==> config.mk <==
export PLATFORM = sky130hd
export DESIGN_NAME = i2c_reg_target
export DESIGN_NICKNAME = d
export VERILOG_FILES = /design/src/rtl/i2c_tgt_pkg.sv /design/src/rtl/i2c_tgt_filter.sv /design/src/rtl/i2c_tgt_datapath.sv /design/src/rtl/i2c_tgt_ctrl.sv /design/src/rtl/i2c_reg_target.sv
export SDC_FILE = /design/constraint.sdc
export NUM_CORES = 1
export LEC_CHECK = 0
export ABC_AREA = 1
export BUFFER_PORTS_ARGS = -buffer_cell sky130_fd_sc_hd__buf_4
export CAP_MARGIN = 5
export CORE_UTILIZATION = 25
export DETAILED_ROUTE_END_ITERATION = 10
export PLACE_DENSITY = 0.5
export REMOVE_ABC_BUFFERS = 1
export SKIP_CTS_REPAIR_TIMING = 1
export SLEW_MARGIN = 20
export SYNTH_ARGS = -nofsm -noshare
export SYNTH_HDL_FRONTEND = slang
export SYNTH_SLANG_ARGS = --single-unit
==> constraint.sdc <==
create_clock -name clk -period 2 [get_ports clk]
set_clock_uncertainty 0.2 [all_clocks]
set_input_delay 0.3 -clock clk [delete_from_list [all_inputs] [get_ports clk]]
set_output_delay 0.3 -clock clk [all_outputs]
set_load 0.01 [all_outputs]
==> src/rtl/i2c_tgt_pkg.sv <==
package i2c_tgt_pkg;

  typedef enum logic [3:0] {
    ST_IDLE, ST_ADDR, ST_ADDR_ACK, ST_REG, ST_REG_ACK,
    ST_DATA, ST_DATA_ACK, ST_READ, ST_IGNORE
  } tgtState_e;

  // strobes from control to datapath
  typedef struct packed {
    logic shiftIn;   // sample SDA into receive shifter
    logic setPtr;    // received byte becomes register pointer
    logic writeReg;  // received byte is stored at pointer
    logic loadTx;    // load transmit shifter from pointer
    logic shiftTx;   // advance transmit shifter by one bit
  } dpStrobe_t;

  // power-on value of register idx
  function automatic logic [7:0] regDefault(input int unsigned idx);
    logic [7:0] v;
    v = 8'(idx * 29);
    return v & 8'hFE;
  endfunction

endpackage

==> src/rtl/i2c_tgt_filter.sv <==
module i2c_tgt_filter #(
  parameter int SYNC_STAGES = 2,
  parameter int FILT_LEN    = 3
) (
  input  logic clk,
  input  logic rstN,
  input  logic rawIn,
  output logic cleanOut
);
  logic [SYNC_STAGES-1:0] syncQ;
  logic [FILT_LEN-1:0]    histQ;

  always_ff @(posedge clk or negedge rstN) begin
    if (!rstN) begin
      syncQ    <= '1;
      histQ    <= '1;
      cleanOut <= 1'b1;
    end else begin
      syncQ <= {syncQ[SYNC_STAGES-2:0], rawIn};
      histQ <= {histQ[FILT_LEN-2:0], syncQ[SYNC_STAGES-1]};
      // output follows only a level held for FILT_LEN samples
      if (&histQ)       cleanOut <= 1'b1;
      else if (~|histQ) cleanOut <= 1'b0;
    end
  end
endmodule

==> src/rtl/i2c_tgt_datapath.sv <==
module i2c_tgt_datapath
  import i2c_tgt_pkg::*;
#(
  parameter int NUM_REGS    = 17,
  parameter int PD_CLK_ADDR = 0,
  parameter int PD_DAC_ADDR = 4,
  parameter int PD_ADC_ADDR = 14
) (
  input  logic       clk,
  input  logic       rstN,
  input  dpStrobe_t  strobe,
  input  logic       sdaBit,
  output logic [7:0] rxByte,
  output logic       txBit,
  output logic       pdClk,
  output logic       pdDac,
  output logic       pdAdc
);
  localparam int IDX_W = $clog2(NUM_REGS);

  logic [7:0]       regFile [NUM_REGS];
  logic [7:0]       ptrQ;
  logic [7:0]       txQ;
  logic [7:0]       rdData;
  logic             ptrInRange;
  logic [IDX_W-1:0] ptrIdx;

  assign ptrInRange = (ptrQ < 8'(NUM_REGS));
  assign ptrIdx     = ptrQ[IDX_W-1:0];

  always_comb begin
    rdData = 8'h00;
    if (ptrInRange) rdData = regFile[ptrIdx];
  end

  always_ff @(posedge clk or negedge rstN) begin
    if (!rstN) begin
      rxByte <= '0;
      ptrQ   <= '0;
      txQ    <= '0;
    end else begin
      if (strobe.shiftIn) rxByte <= {rxByte[6:0], sdaBit};
      if (strobe.setPtr)  ptrQ   <= rxByte;
      if (strobe.loadTx)       txQ <= rdData;
      else if (strobe.shiftTx) txQ <= {txQ[6:0], 1'b0};
    end
  end

  always_ff @(posedge clk or negedge rstN) begin
    if (!rstN) begin
      for (int i = 0; i < NUM_REGS; i++) regFile[i] <= regDefault(unsigned'(i));
    end else if (strobe.writeReg && ptrInRange) begin
      regFile[ptrIdx] <= rxByte;
    end
  end

  assign txBit = txQ[7];
  assign pdClk = regFile[PD_CLK_ADDR][0];
  assign pdDac = regFile[PD_DAC_ADDR][0];
  assign pdAdc = regFile[PD_ADC_ADDR][0];
endmodule

==> src/rtl/i2c_tgt_ctrl.sv <==
module i2c_tgt_ctrl
  import i2c_tgt_pkg::*;
#(
  parameter int INIT_CYCLES = 256
) (
  input  logic       clk,
  input  logic       rstN,
  input  logic       lockIn,
  input  logic [6:0] devAddr,
  input  logic       sclF,
  input  logic       sdaF,
  input  logic [7:0] rxByte,
  input  logic       txBit,
  output dpStrobe_t  strobe,
  output logic       sdaPullLow,
  output logic       initDone
);
  localparam int CNT_W = $clog2(INIT_CYCLES + 1);

  tgtState_e  state;
  logic [3:0] bitCnt;
  logic       rwQ, ackDrive, txDrive;
  logic       sclPrev, sdaPrev;
  logic [CNT_W-1:0] initCnt;
  logic       sclRise, sclFall, startCond, stopCond, rxState;

  assign sclRise   = sclF & ~sclPrev;
  assign sclFall   = ~sclF & sclPrev;
  assign startCond = sclF & sclPrev & sdaPrev & ~sdaF;
  assign stopCond  = sclF & sclPrev & ~sdaPrev & sdaF;
  assign rxState   = (state == ST_ADDR) || (state == ST_REG) || (state == ST_DATA);
  assign sdaPullLow = ackDrive | (txDrive & ~txBit);

  // initialization gate: lock must be held INIT_CYCLES cycles
  always_ff @(posedge clk or negedge rstN) begin
    if (!rstN) begin
      initCnt  <= '0;
      initDone <= 1'b0;
    end else if (!initDone) begin
      if (!lockIn)                                   initCnt  <= '0;
      else if (initCnt == CNT_W'(INIT_CYCLES - 1))   initDone <= 1'b1;
      else                                           initCnt  <= initCnt + 1'b1;
    end
  end

  always_comb begin
    strobe = '0;
    if (initDone && !startCond && !stopCond) begin
      if (sclRise && rxState && bitCnt < 4'd8) strobe.shiftIn = 1'b1;
      if (sclFall) begin
        case (state)
          ST_ADDR_ACK: strobe.loadTx   = rwQ;
          ST_REG:      strobe.setPtr   = (bitCnt == 4'd8);
          ST_DATA:     strobe.writeReg = (bitCnt == 4'd8);
          ST_READ:     strobe.shiftTx  = (bitCnt < 4'd8);
          default: ;
        endcase
      end
    end
  end

  always_ff @(posedge clk or negedge rstN) begin
    if (!rstN) begin
      state    <= ST_IDLE;
      bitCnt   <= '0;
      rwQ      <= 1'b0;
      ackDrive <= 1'b0;
      txDrive  <= 1'b0;
      sclPrev  <= 1'b1;
      sdaPrev  <= 1'b1;
    end else begin
      sclPrev <= sclF;
      sdaPrev <= sdaF;
      if (!initDone || stopCond) begin
        state    <= ST_IDLE;
        ackDrive <= 1'b0;
        txDrive  <= 1'b0;
      end else if (startCond) begin
        state    <= ST_ADDR;
        bitCnt   <= '0;
        ackDrive <= 1'b0;
        txDrive  <= 1'b0;
      end else begin
        if (sclRise && bitCnt < 4'd8 && (rxState || state == ST_READ))
          bitCnt <= bitCnt + 4'd1;
        if (sclFall) begin
          case (state)
            ST_ADDR: if (bitCnt == 4'd8) begin
              if (rxByte[7:1] == devAddr) begin
                ackDrive <= 1'b1;
                rwQ      <= rxByte[0];
                state    <= ST_ADDR_ACK;
              end else begin
                state <= ST_IGNORE;
              end
            end
            ST_ADDR_ACK: begin
              ackDrive <= 1'b0;
              bitCnt   <= '0;
              txDrive  <= rwQ;
              state    <= rwQ ? ST_READ : ST_REG;
            end
            ST_REG: if (bitCnt == 4'd8) begin
              ackDrive <= 1'b1;
              state    <= ST_REG_ACK;
            end
            ST_REG_ACK: begin
              ackDrive <= 1'b0;
              bitCnt   <= '0;
              state    <= ST_DATA;
            end
            ST_DATA: if (bitCnt == 4'd8) begin
              ackDrive <= 1'b1;
              state    <= ST_DATA_ACK;
            end
            ST_DATA_ACK: begin
              ackDrive <= 1'b0;
              state    <= ST_IGNORE;
            end
            ST_READ: if (bitCnt == 4'd8) begin
              txDrive <= 1'b0;
              state   <= ST_IGNORE;
            end
            default: ;
          endcase
        end
      end
    end
  end
endmodule

==> src/rtl/i2c_reg_target.sv <==
module i2c_reg_target
  import i2c_tgt_pkg::*;
#(
  parameter int         NUM_REGS    = 17,
  parameter int         INIT_CYCLES = 256,
  parameter int         FILT_LEN    = 3,
  parameter logic [6:0] BASE_ADDR   = 7'h08,
  parameter int         PD_CLK_ADDR = 0,
  parameter int         PD_DAC_ADDR = 4,
  parameter int         PD_ADC_ADDR = 14
) (
  input  logic       clk,
  input  logic       rstN,
  input  logic       lockIn,
  input  logic [1:0] addrStrap,
  input  logic       sclIn,
  input  logic       sdaIn,
  output logic       sdaPullLow,
  output logic       pdClk,
  output logic       pdDac,
  output logic       pdAdc
);
  localparam int NUM_LINES = 2;

  logic [NUM_LINES-1:0] rawLines, cleanLines;
  logic       sclClean, sdaClean, txBit, initDone;
  logic [7:0] rxByte;
  logic [6:0] devAddr;
  dpStrobe_t  strobe;

  assign rawLines = {sdaIn, sclIn};
  assign sclClean = cleanLines[0];
  assign sdaClean = cleanLines[1];
  assign devAddr  = BASE_ADDR | {5'b0, addrStrap};

  for (genvar gi = 0; gi < NUM_LINES; gi++) begin : g_line
    i2c_tgt_filter #(.SYNC_STAGES(2), .FILT_LEN(FILT_LEN)) u_filt (
      .clk(clk), .rstN(rstN), .rawIn(rawLines[gi]), .cleanOut(cleanLines[gi])
    );
  end

  i2c_tgt_ctrl #(.INIT_CYCLES(INIT_CYCLES)) u_ctrl (
    .clk(clk), .rstN(rstN), .lockIn(lockIn), .devAddr(devAddr),
    .sclF(sclClean), .sdaF(sdaClean), .rxByte(rxByte), .txBit(txBit),
    .strobe(strobe), .sdaPullLow(sdaPullLow), .initDone(initDone)
  );

  i2c_tgt_datapath #(
    .NUM_REGS(NUM_REGS), .PD_CLK_ADDR(PD_CLK_ADDR),
    .PD_DAC_ADDR(PD_DAC_ADDR), .PD_ADC_ADDR(PD_ADC_ADDR)
  ) u_dp (
    .clk(clk), .rstN(rstN), .strobe(strobe), .sdaBit(sdaClean),
    .rxByte(rxByte), .txBit(txBit),
    .pdClk(pdClk), .pdDac(pdDac), .pdAdc(pdAdc)
  );
endmodule

# Yosys cells after proc, flatten, opt, wreduce, memory -nomap -nowiden
# Cells that the tools add are included.
[word_totals]
regBits = 195
inputBits = 7
out_inout_bits = 4
word_cells = 161
[classes]
n_addsub = 2
order_cmp = 4
eq_ne = 19
mux = 51
n_bitwise = 18
n_reduce_logical = 32
[ops]
columns = ["cell", "count"]
rows = [
  ["bitwise mux 136 bit", 1],
  ["two-way mux 4 bit", 13],
  ["two-way mux 8 bit", 6],
  ["binary-select mux 8 bit (select 5 bit)", 1],
  ["demux 8 bit (select 5 bit)", 1],
  ["case mux 4 bit (7 select lines)", 1],
  ["two-way mux 1 bit", 22],
  ["two-way mux 9 bit", 2],
  ["== test 4 x 3 -> 1 bit (second input constant)", 4],
  ["inequality test 4 x 3 -> 1 bit (second input constant)", 4],
  ["AND reduction 6 bit", 2],
  ["adder 9 x 1 -> 9 bit (second input constant)", 1],
  ["== test 9 x 8 -> 1 bit (second input constant)", 1],
  ["AND reduction 3 bit", 3],
  ["nonzero test 9 bit", 1],
  ["OR reduction 3 bit", 3],
  ["AND 1 bit", 8],
  ["== test 4 x 2 -> 1 bit (second input constant)", 2],
  ["logical AND 1 bit", 8],
  ["< comparator 8 x 5 -> 1 bit (second input constant)", 1],
  ["inequality test 4 x 1 -> 1 bit (second input constant)", 2],
  ["inverter 1 bit", 8],
  ["== test 7 x 4 -> 1 bit", 1],
  [">= comparator 6 bit (second input constant)", 1],
  ["22 further kinds", 29],
]

# Depth between registers and ports, before layout
[logic_depth]
word_depth = 9
depth_mapped = 13
ltp_nobuf = 13

# Modules after synthesis
# Synthesis repeated with hierarchy kept, for this count alone.
[hier_totals]
cells_unflattened = 1168
area_unflattened_um2 = 9486.6
[by_module_without_submodules]
columns = ["module", "instances", "cells_each", "area_each_um2", "seq_area_each_um2"]
rows = [
  ["i2c_tgt_datapath", 1, 914, 7543.5, 4075.2],
  ["i2c_tgt_ctrl", 1, 224, 1557.7, 578.1],
  ["i2c_tgt_filter", 2, 14, 188.9, 157.7],
  ["i2c_reg_target", 1, 2, 7.5, 0.0],
]

# Worst setup path after synthesis
# No wires, ideal clock.
[synth_path]
path_kind = "register to register"
from = "register u_ctrl.initCnt[0]"
to = "register u_ctrl.initCnt[7]"
setup_time_ns = 0.123
arrival_time_ns = 1.814
required_time_ns = 1.677
slack_ns = -0.137
stages_incl_launch_ff = 11
path_buffers = 0
period_less_slack_ns = 2.137
cell_sequence = "dfrtp_1 -> ha_1 -> nand3_1 -> nor3_1 -> ha_1 -> a21oi_1 -> nand4_1 -> nor2_1 -> nand2_1 -> o22ai_1 -> a21oi_1"
[synth_between]
elab_chain_cells = 3
word_cells_on_any_way = 6
classes_between = "add/sub: 1; eq/ne: 2; mux: 2; reduce/logical: 1"
[synth_rtl]
columns = ["item", "line", "text"]
rows = [
  ["from (decl)", "i2c_tgt_ctrl.sv:24", "logic [CNT_W-1:0] initCnt;"],
  ["from (signal assigned)", "i2c_tgt_ctrl.sv:42", "else initCnt <= initCnt + 1'b1;"],
  ["adder 9 x 1 -> 9 bit / == test 9 x 8 -> 1 bit (equally long branches)", "i2c_tgt_ctrl.sv:42, i2c_tgt_ctrl.sv:41", ""],
  ["two-way mux 9 bit / inequality test 2 bit (equally long branches)", "--", ""],
  ["two-way mux 9 bit / AND reduction 2 bit (equally long branches)", "--", ""],
]
# Several ways; a longest one is shown, not always the timed one. The select of a mux whose other input is x is not followed.
# A chain may end at the register's enable or synchronous reset.

# Worst setup path in the final report
[layout_path]
from = "register u_ctrl.initCnt[1]"
to = "register u_ctrl.initCnt[7]"
# Same word-level chain as after synthesis.

==> impl_metrics.yaml <==
global_route:
  grt_pass1_vias: 8060
  grt_max_degree: 45
  globalRouteOverflowTotal: 0
  grt_pass1_wl_mm: 44.5
  grt_util_all_layers_pct: 14.5
  antenna_found_initial: 0
logic_synthesis:
  avgSynthCellArea_um2: 7.58
  yosysWarnings: 0
  netlist_instances: 1288
  yosys.area.top_type_share_pct: 31.8
  async_flop_share_pct: 100
  synth_cell_type_count: 38
  netlist_area_mm2: 0.00976
  synth_seq_area_share_pct: 50.9
  synth_area_leader_cell: "dfrtp_1"
  synth.ff_latch_count: 195
  synthFlopType: "dfrtp_1"
  synth_area_leaders: "dfrtp_1, nand2_1, dfstp_2"
  synth_edf_count: 0
cells_and_area:
  multi_input_area_mm2: 0.00469
  nets: 1392
  drive_gt1_share_pct: 24.1
  seq_area_mm2: 0.00497
  area_growth_pct: 26.0
  fill_cells: 4232
  insertedDiodeCount: 0
floorplanning:
  die_h_um: 200
  dieWidth_um: 200
  start_util_pct: 25.3
  core_region_area_mm2: 0.0386
  rows: 72
  ioPinCount: 11
  die_area_mm2: 0.0399
cts:
  numClockSinks: 195
  root_buffer: "clkbuf_16"
  h-tree-depth: 4
  cts_made_buffers: 17
  clk_pin_slew_ps: 80
  insertion_delay_ps: 460
  cts_buffer_depth: 2
  cts_tree: "done"
worst_setup_path:
  cp_max_fo: 3
  r2r_cells: 10
  start_kind: "flip-flop"
  crit_arrival_ps: 2140
  cp_data_required_time_ps: 2150
  path_class: "reg -> reg"
  end_kind: "flip-flop"
  startpoint: "u_ctrl.initCnt[1]"
  r2r-start: "u_ctrl.initCnt[1]"
sta:
  hold_ws_ps: 158
  slew_headroom_pct: 70.5
  finalCritPeriodShare_pct: 99.9
  setup_violations: 0
  final.min_clock_period_ps: 2000
  hold_viol_final: 0
  setup_tns_ps: 0
  fmaxAchievable_mhz: 500
  worst_pin_slew_ps: 442
  rsz0062_at_grt: "yes"
  finalMaxSlewViolations: 0
drt:
  firstDrtPassIters: 4
  drc_errors: 0
  via_per_inst: 4.39
  dr.first_iter.drc_count: 524
  dr_total_vias: 8389
  ant_nets: 0
  wl_per_cell_um: 14.8
  wl_mm: 28.2
power_and_ir_drop:
  leakage_nw: 6.19
  worst_ir_drop_vdd_v: 0.000559
  power_density_mw_per_mm2: 628
worst_hold_path:
  hold_class: "in -> async"
status:
  outcome: "finished, final reports clean"
place:
  port-buffer-count: 10
  dpl.hpwl_mm: 19.0
  gp_congestion: 0.850
run:
  drv_cap: 0
==> final timing paths <==
kind / to / slack, ps
worst max-delay path: u_ctrl.initCnt[7] / 2
worst min-delay path: u_dp.regFile[86] / 160
worst max register to register: u_ctrl.initCnt[7] / 2
worst min register to register: g_line[0].u_filt.syncQ[1] / 160
max in group asynchronous: u_dp.regFile[28] / 790
min in group clk: g_line[0].u_filt.syncQ[1] / 160
==> critical path, stage by stage (launching register included) <==
cell and delay (ps):
dfrtp_1 400, ha_2 190, nand3_2 80, nor3_2 40, ha_2 180, a21oi_4 130
nand4_1 200, nor2_2 180, nand2_1 90, o22ai_1 130, a21oi_1 50
==> cells in the mapped netlist (5+ instances only) <==
cell	count
o21ai_0	35
o21bai_1	8
nand3_4	11
nand4_1	7
dfrtp_1	124
nand2_1	763
nor2_1	38
o22ai_1	5
nand3_1	48
dfstp_2	71
a21oi_1	22
nor3_1	10
nor2_4	16
clkbuf_1	36
inv_1	52
==> power by group <==
part           internal, W  total (W)  leakage, nW  switching (W)
logic            0.0000682   0.000199         3.44       0.000130
clock network      0.00176    0.00351        0.298        0.00176
registers          0.00399    0.00401         2.46      0.0000174
total              0.00582    0.00772         6.19        0.00191
==> per-layer routing <==
| metal | GRT usage, % | wire [um] | share of wire [%] |
|---|---|---|---|
| met1 | 20.5 | 13900 | 49 |
| met2 | 23.1 | 13100 | 46 |
| met3 | 2.23 | 995 | 3.5 |
| met4 | 3.53 | 235 | 0.83 |
| met5 | 0 | 0 | 0 |
==> cell families (layout without fill, tap and decap cells) <==
family,count (synthesis),in the layout,share of synthesized area (%)
buffers and inverters,100,206,4.22
adders and majority gates,4,4,0.513
xor gates and xnor gates,2,2,0.179
and+or+nand+nor,909,909,39.7
AOI/OAI and AO/OA,77,77,4.38
muxes,1,1,0.103
DFF,195,195,50.9
==> sequential cells by signal, indices dropped and copies added, names as in the netlist <==
name,count
u_ctrl.rwQ,1
g_line.u_filt.cleanOut,2
u_ctrl.sdaPrev,1
u_dp.pdDac,1
u_ctrl.ackDrive,1
u_ctrl.bitCnt,4
g_line.u_filt.syncQ,4
u_dp.pdClk,1
u_ctrl.state,4
u_ctrl.txDrive,1
u_dp.rxByte,8
u_dp.txQ,8
g_line.u_filt.histQ,6
u_dp.pdAdc,1
u_dp.ptrQ,8
u_ctrl.initCnt,9
u_dp.regFile,133
u_ctrl.sclPrev,1
u_ctrl.initDone,1
==> per-stage QoR <==
step	power, W	instance area [um2]	cells	util [%]	worst slack, ps
2_1_floorplan	0.00412	9560	1243	-	-1090
3_3_place_gp	0.00427	11100	1863	28.9	-45.5
3_5_place_dp	0.00427	11100	1863	28.9	-67.4
4_1_cts	0.00782	11700	1895	30.4	-92.1
5_1_grt	0.00801	12300	1912	31.9	-137
6_report	0.00772	12300	1912	31.9	1.87
==> area by class of cell <==
class                      instances  area share, %
inverter                          55           1.83
tap                              518           5.27
clock inverter                    14           1.17
sequential                       195           40.4
timing repair buffer             119           9.56
clock buffer                      18           3.66
multi-input combinational        993           38.1
==> layout by cell type (no fill, tap or decap), types with 3 or more instances in the layout <==
cell and n:
nand2_2 27, buf_6 7, a21oi_1 21, buf_4 89, nor2_1 28, o21ai_0 35, nor2_4 20, inv_8 8
nand4_1 7, o22ai_1 5, nand2_1 736, nor2_2 10, nor3_2 3, inv_1 43, dfstp_2 71, inv_2 8
nand2_8 4, nand3_2 17, inv_6 5, dfrtp_1 122, nand3_1 31, nor3_1 7, clkbuf_16 22, dlygate4sd3_1 4
buf_12 13, o21bai_1 8, nand3_4 12
Power figures use the tool's default switching activity.
